--- src/rtl/tdr_pkg.sv ---
`timescale 1ns/1ps
package tdr_pkg;

  localparam logic [3:0] OP_IDCODE = 4'h1;
  localparam logic [3:0] OP_SAMPLE = 4'h2;
  localparam logic [3:0] OP_RSTREQ = 4'hC;
  localparam logic [3:0] OP_BYPASS = 4'hF;

  typedef enum logic [1:0] {
    SEL_ID  = 2'd0,
    SEL_BSR = 2'd1,
    SEL_RST = 2'd2,
    SEL_BYP = 2'd3
  } sel_e;

  // Per-register strobes handed from control to datapath
  typedef struct packed {
    sel_e sel;
    logic capId;
    logic shId;
    logic capBsr;
    logic shBsr;
    logic updBsr;
    logic shRst;
    logic capByp;
    logic shByp;
  } strobe_s;

  function automatic sel_e decodeOp(input logic [3:0] op);
    case (op)
      OP_IDCODE: decodeOp = SEL_ID;
      OP_SAMPLE: decodeOp = SEL_BSR;
      OP_RSTREQ: decodeOp = SEL_RST;
      default:   decodeOp = SEL_BYP;  // OP_BYPASS and every unlisted code
    endcase
  endfunction

endpackage

--- src/rtl/tdr_ctrl.sv ---
`timescale 1ns/1ps
module tdr_ctrl
  import tdr_pkg::*;
(
  input  logic       trstN,
  input  logic [3:0] instrCode,
  input  logic       captureDr,
  input  logic       shiftDr,
  input  logic       updateDr,
  output strobe_s    ctl
);

  logic [3:0] effOp;
  sel_e       sel;

  // Test-logic reset forces the identification selection
  always_comb begin
    effOp = trstN ? instrCode : OP_IDCODE;
    sel   = decodeOp(effOp);
  end

  always_comb begin
    ctl     = '0;
    ctl.sel = sel;
    case (sel)
      SEL_ID: begin
        ctl.capId = captureDr;
        ctl.shId  = shiftDr;
      end
      SEL_BSR: begin
        ctl.capBsr = captureDr;
        ctl.shBsr  = shiftDr;
        ctl.updBsr = updateDr;
      end
      SEL_RST: begin
        ctl.shRst = shiftDr;
      end
      default: begin
        ctl.capByp = captureDr;
        ctl.shByp  = shiftDr;
      end
    endcase
  end

endmodule

--- src/rtl/tdr_bscell.sv ---
`timescale 1ns/1ps
module tdr_bscell (
  input  logic tck,
  input  logic capEn,
  input  logic shEn,
  input  logic updEn,
  input  logic pinVal,
  input  logic serIn,
  output logic chainQ,
  output logic latchQ
);

  // Capture/shift stage
  always_ff @(posedge tck) begin
    if (capEn)     chainQ <= pinVal;
    else if (shEn) chainQ <= serIn;
  end

  // Output latch: no reset, never drives a pin
  always_ff @(posedge tck) begin
    if (updEn) latchQ <= chainQ;
  end

endmodule

--- src/rtl/tdr_path.sv ---
`timescale 1ns/1ps
module tdr_path
  import tdr_pkg::*;
#(
  parameter int          BSR_LEN  = 8,
  parameter logic [31:0] ID_VALUE = 32'h0000_0001
) (
  input  logic               tck,
  input  logic               trstN,
  input  logic               tdi,
  input  strobe_s            ctl,
  input  logic [BSR_LEN-1:0] pinIn,
  output logic               tdo,
  output logic               tdoEn,
  output logic               resetReq,
  output logic [BSR_LEN-1:0] latchOut
);

  localparam int ID_W = 32;

  logic [ID_W-1:0]    idReg;
  logic [BSR_LEN-1:0] chainBits;
  logic               rstBit;
  logic               bypBit;
  logic               lsbSel;
  logic               shAny;
  logic               tdoQ;
  logic               tdoEnQ;

  // Identification register
  always_ff @(posedge tck or negedge trstN) begin
    if (!trstN)        idReg <= ID_VALUE;
    else if (ctl.capId) idReg <= ID_VALUE;
    else if (ctl.shId)  idReg <= {tdi, idReg[ID_W-1:1]};
  end

  // Boundary chain
  for (genvar i = 0; i < BSR_LEN; i++) begin : g_cell
    logic serBit;
    if (i == BSR_LEN - 1) begin : g_head
      assign serBit = tdi;
    end else begin : g_body
      assign serBit = chainBits[i+1];
    end
    tdr_bscell u_cell (
      .tck    (tck),
      .capEn  (ctl.capBsr),
      .shEn   (ctl.shBsr),
      .updEn  (ctl.updBsr),
      .pinVal (pinIn[i]),
      .serIn  (serBit),
      .chainQ (chainBits[i]),
      .latchQ (latchOut[i])
    );
  end

  // Reset register: output taken directly, no update stage
  always_ff @(posedge tck or negedge trstN) begin
    if (!trstN)         rstBit <= 1'b0;
    else if (ctl.shRst) rstBit <= tdi;
  end

  // Bypass register
  always_ff @(posedge tck or negedge trstN) begin
    if (!trstN)          bypBit <= 1'b0;
    else if (ctl.capByp) bypBit <= 1'b0;
    else if (ctl.shByp)  bypBit <= tdi;
  end

  always_comb begin
    case (ctl.sel)
      SEL_ID:  lsbSel = idReg[0];
      SEL_BSR: lsbSel = chainBits[0];
      SEL_RST: lsbSel = rstBit;
      default: lsbSel = bypBit;
    endcase
  end

  assign shAny = ctl.shId | ctl.shBsr | ctl.shRst | ctl.shByp;

  always_ff @(negedge tck) begin
    tdoQ <= lsbSel;
  end

  always_ff @(negedge tck or negedge trstN) begin
    if (!trstN) tdoEnQ <= 1'b0;
    else        tdoEnQ <= shAny;
  end

  assign tdo      = tdoQ;
  assign tdoEn    = tdoEnQ;
  assign resetReq = rstBit;

endmodule

--- src/rtl/tdr_bank.sv ---
`timescale 1ns/1ps
module tdr_bank
  import tdr_pkg::*;
#(
  parameter int          BSR_LEN  = 8,
  parameter logic [3:0]  VERSION  = 4'h1,
  parameter logic [15:0] PART_NUM = 16'h0001,
  parameter logic [10:0] MANUF_ID = 11'h01F
) (
  input  logic               tck,
  input  logic               trstN,
  input  logic [3:0]         instrCode,
  input  logic               captureDr,
  input  logic               shiftDr,
  input  logic               updateDr,
  input  logic               tdi,
  input  logic [BSR_LEN-1:0] pinIn,
  output logic               tdo,
  output logic               tdoEn,
  output logic               resetReq,
  output logic [BSR_LEN-1:0] latchOut
);

  localparam logic [31:0] ID_VALUE = {VERSION, PART_NUM, MANUF_ID, 1'b1};

  strobe_s ctl;

  tdr_ctrl u_ctrl (
    .trstN     (trstN),
    .instrCode (instrCode),
    .captureDr (captureDr),
    .shiftDr   (shiftDr),
    .updateDr  (updateDr),
    .ctl       (ctl)
  );

  tdr_path #(
    .BSR_LEN  (BSR_LEN),
    .ID_VALUE (ID_VALUE)
  ) u_path (
    .tck      (tck),
    .trstN    (trstN),
    .tdi      (tdi),
    .ctl      (ctl),
    .pinIn    (pinIn),
    .tdo      (tdo),
    .tdoEn    (tdoEn),
    .resetReq (resetReq),
    .latchOut (latchOut)
  );

endmodule

--- config.mk ---
export PLATFORM = sky130hd
export DESIGN_NAME = tdr_bank
export DESIGN_NICKNAME = d
export VERILOG_FILES = /design/src/rtl/tdr_pkg.sv /design/src/rtl/tdr_ctrl.sv /design/src/rtl/tdr_bscell.sv /design/src/rtl/tdr_path.sv /design/src/rtl/tdr_bank.sv
export SDC_FILE = /design/constraint.sdc
export NUM_CORES = 1
export LEC_CHECK = 0
export BUFFER_PORTS_ARGS = -buffer_cell sky130_fd_sc_hd__clkbuf_2
export CAP_MARGIN = 25
export CORE_MARGIN = 4
export CORE_UTILIZATION = 45
export DETAILED_ROUTE_END_ITERATION = 6
export SLEW_MARGIN = 15
export SYNTH_ARGS = -nofsm -noshare
export SYNTH_HDL_FRONTEND = slang
export SYNTH_HIERARCHICAL = 1
export SYNTH_SLANG_ARGS = --single-unit
--- constraint.sdc ---
create_clock -name tck -period 2.56 [get_ports tck]
set_input_delay 0.128 -clock tck [delete_from_list [all_inputs] [get_ports tck]]
set_output_delay 0.128 -clock tck [all_outputs]
set_load 0.05 [all_outputs]
==> impl_metrics.yaml <==
clock_tree:
  tritoncts: "built"
  h-tree-depth: 2
  clk_latency_ps: 350
  clk_root_buf: "sky130_fd_sc_hd__clkbuf_8"
  cts_max_path_buffers: 2
  cts.reportedPaths.clkPinSlew_ps: 90
  number_of_clock_buffers_inserted_by_tritoncts: 5
  number_of_buffers_inserted_by_post_cts_setup_repair: 0
  clock_sink_count: 52
  cts_resized: 0
timing:
  slew_viol_final: 0
  setup_tns_ps: 0
  final-hold-violation-count: 0
  rsz0062_at_grt: "no"
  worst_max_slew_pin_slew_ps: 698
  timing.final.setup_violations: 0
  timing.hold.ws_ps: 129
  finClkSkew_ps: 56.4
  worst_slew_margin_rel: 0.535
global_route:
  gr-total-overflow: 0
  largest_net_degree_at_the_start_of_global_routing: 41
  total_grt_usage: 0.139
  antenna_found_initial: 0
  global_route_wire_length_before_repair_mm: 6.79
  first_global_vias: 1505
critical_path:
  worstPathRequired_ps: 1410
  critPathMaxFanout: 3
  worstSetupPathType: "in -> reg"
  worst-endpoint-arrival_ps: 1330
  kind_of_start_point_of_the_critical_path: "input port"
  critical_path.endpoint_type: "flip-flop"
power_and_ir_drop:
  power.static_leakage_nw: 1.23
  post-layout-total-power_mw: 1.67
  cellPowerDensity_mw_per_mm2: 630
  ir_worst_vdd_mv: 0.428
routing:
  count_of_vias_placed_by_the_detailed_router: 1360
  postRouteAntennaNets: 0
  routed_wire_length_per_instance_um: 14.1
  drt-pass1-iter-count: 4
  avgViaCountPerCell: 5.00
  drt_wl_total_mm: 3.84
  drt-initial-drc-count: 69
  drc: 0
placed_design:
  finalWeightedCongestion: 0.850
  io_buffers: 28
  dpl-instance-area_mm2: 0.00252
  detailed_place_hpwl_mm: 2.65
final_layout:
  final_cell_area_mm2: 0.00265
  antennaDiodeCount: 0
  finalCoreUtilization: 0.550
  register_area_mm2: 0.00139
  layout-drive-gt1-share: 0.371
  area_delta_synth_final_pct: 16.6
  nets: 222
  layout.cells.most_common: "sky130_fd_sc_hd__clkbuf_2"
  multi_input_area_um2: 832
  filler_cell_count: 435
  mostFrequentLayoutCells: "sky130_fd_sc_hd__clkbuf_2 (28), sky130_fd_sc_hd__nor2_1 (27), sky130_fd_sc_hd__dfrtp_1 (26), sky130_fd_sc_hd__mux2i_1 (25), sky130_fd_sc_hd__edfxtp_1 (16)"
die:
  rows: 25
  starting_utilization_of_the_core_area: 0.471
  die_width_um: 79.0
  dieArea_mm2: 0.00625
  top_level_ports: 29
  core-area_mm2: 0.00482
  fp.dieH_um: 79.0
logic_synthesis:
  syn-instance-count: 165
  postSynthRegisterBits: 52
  postSynth.asyncResetShare: 0.673
  yosysWarningCount: 6
  mappedNetlistNets: 183
  syn-mean-instance-area_um2: 13.8
  synth_seq_area_share: 0.610
  netlist_area_mm2: 0.00227
  dominantRegCellSynth: "sky130_fd_sc_hd__dfrtp_1"
  synth_enable_flop_cells: 16
  synth_cell_types: 30
status:
  run_status: "complete, no violations"
job:
  max-cap-violations: 0
min_path:
  worstHoldPathType: "in -> reg"
-- kinds of logic (layout without fill, tap and decap cells) --
group	after synthesis	after routing	synth area share
xor+xnor	1	1	0.00386
simple gates	58	58	0.143
flops	52	52	0.610
compound gates	10	10	0.0369
buf+inv	9	49	0.0281
mux	35	35	0.178
-- per-stage QoR --
step	worst slack, ps	instances
2_1_floorplan	-13.5	165
3_3_place_gp	-163	262
3_5_place_dp	-238	262
4_1_cts	83.8	272
5_1_grt	9.38	272
6_report	85.1	272
-- registers in the layout, indices dropped and copies added (netlist names) --
name / cells
u_path/idReg: 32
u_path/tdo: 1
u_path/tdoEn: 1
u_path/bypBit: 1
u_path/resetReq: 1
u_path/g_cell.u_cell/latchQ: 8
u_path/g_cell.u_cell/chainQ: 8
-- repair_timing --
action,4_1_cts,5_1_grt
endpoints found under the hold margin,26,0
hold buffers,2,0
setup endpoints to repair,0,1
-- final timing paths --
path / slack, ps / cells after the start / from / end
worst min-delay path: 130 / 2 / pinIn[7] / u_path/g_cell[7].u_cell/chainQ$_DFFE_PP_
worst max register to register: 330 / 1 / u_path/g_cell[0].u_cell/chainQ$_DFFE_PP_ / u_path/tdo$_DFF_N_
worst min register to register: 460 / 0 / u_path/g_cell[2].u_cell/chainQ$_DFFE_PP_ / u_path/g_cell[2].u_cell/latchQ$_DFFE_PP_
max in group asynchronous: 710 / 4 / trstN / u_path/tdoEn$_DFF_NN0_
worst max-delay path: 90 / 5 / instrCode[3] / u_path/tdoEn$_DFF_NN0_
min in group asynchronous: 390 / 3 / trstN / u_path/bypBit$_DFFE_PN0P_
-- cell type report --
type | instances | share of cell area
Inverter | 1 | 0.00142
Clock inverter | 4 | 0.0175
Clock buffer | 5 | 0.0260
Multi-Input combinational cell | 104 | 0.314
Timing Repair Buffer | 39 | 0.0860
Tap cell | 67 | 0.0316
Sequential cell | 52 | 0.523
-- metal layers --
metal  up-vias  wire length [um]  part of all wire  GRT usage
met2        28              1930              0.50      0.231
met1       672              1720              0.45      0.176
li1        656                 -                 -          -
met4         0                33            0.0086     0.0464
met5         -                 0                 0          0
met3         4               152             0.040     0.0385
-- Yosys cell counts (all sizes together), types with 2 or more instances --
cell	number	area share
a211o	8	0.031
and2	6	0.017
and2b	4	0.013
and4	3	0.012
buf	4	0.020
clkbuf	3	0.0050
dfrtp	26	0.29
dfstp	8	0.093
edfxtp	16	0.21
inv	2	0.0033
mux2	9	0.058
mux2i	25	0.11
nor2	27	0.045
nor2b	4	0.011
or2	8	0.022
-- worst max-delay path, stage by stage --
cell	delay, ps
sky130_fd_sc_hd__clkbuf_2	120
sky130_fd_sc_hd__nor4b_4	300
sky130_fd_sc_hd__a31oi_1	100
sky130_fd_sc_hd__and4_1	180
sky130_fd_sc_hd__or4_4	500
-- where the power goes --
part           total (mW)  switching [mW]  leakage, nW  internal, mW
Sequential          0.930          0.0219        0.605         0.908
Clock               0.550           0.259       0.0595         0.291
Combinational       0.189           0.104        0.561        0.0849
Total                1.67           0.385         1.23          1.28
No activity file was read; power rests on OpenSTA's default activity.
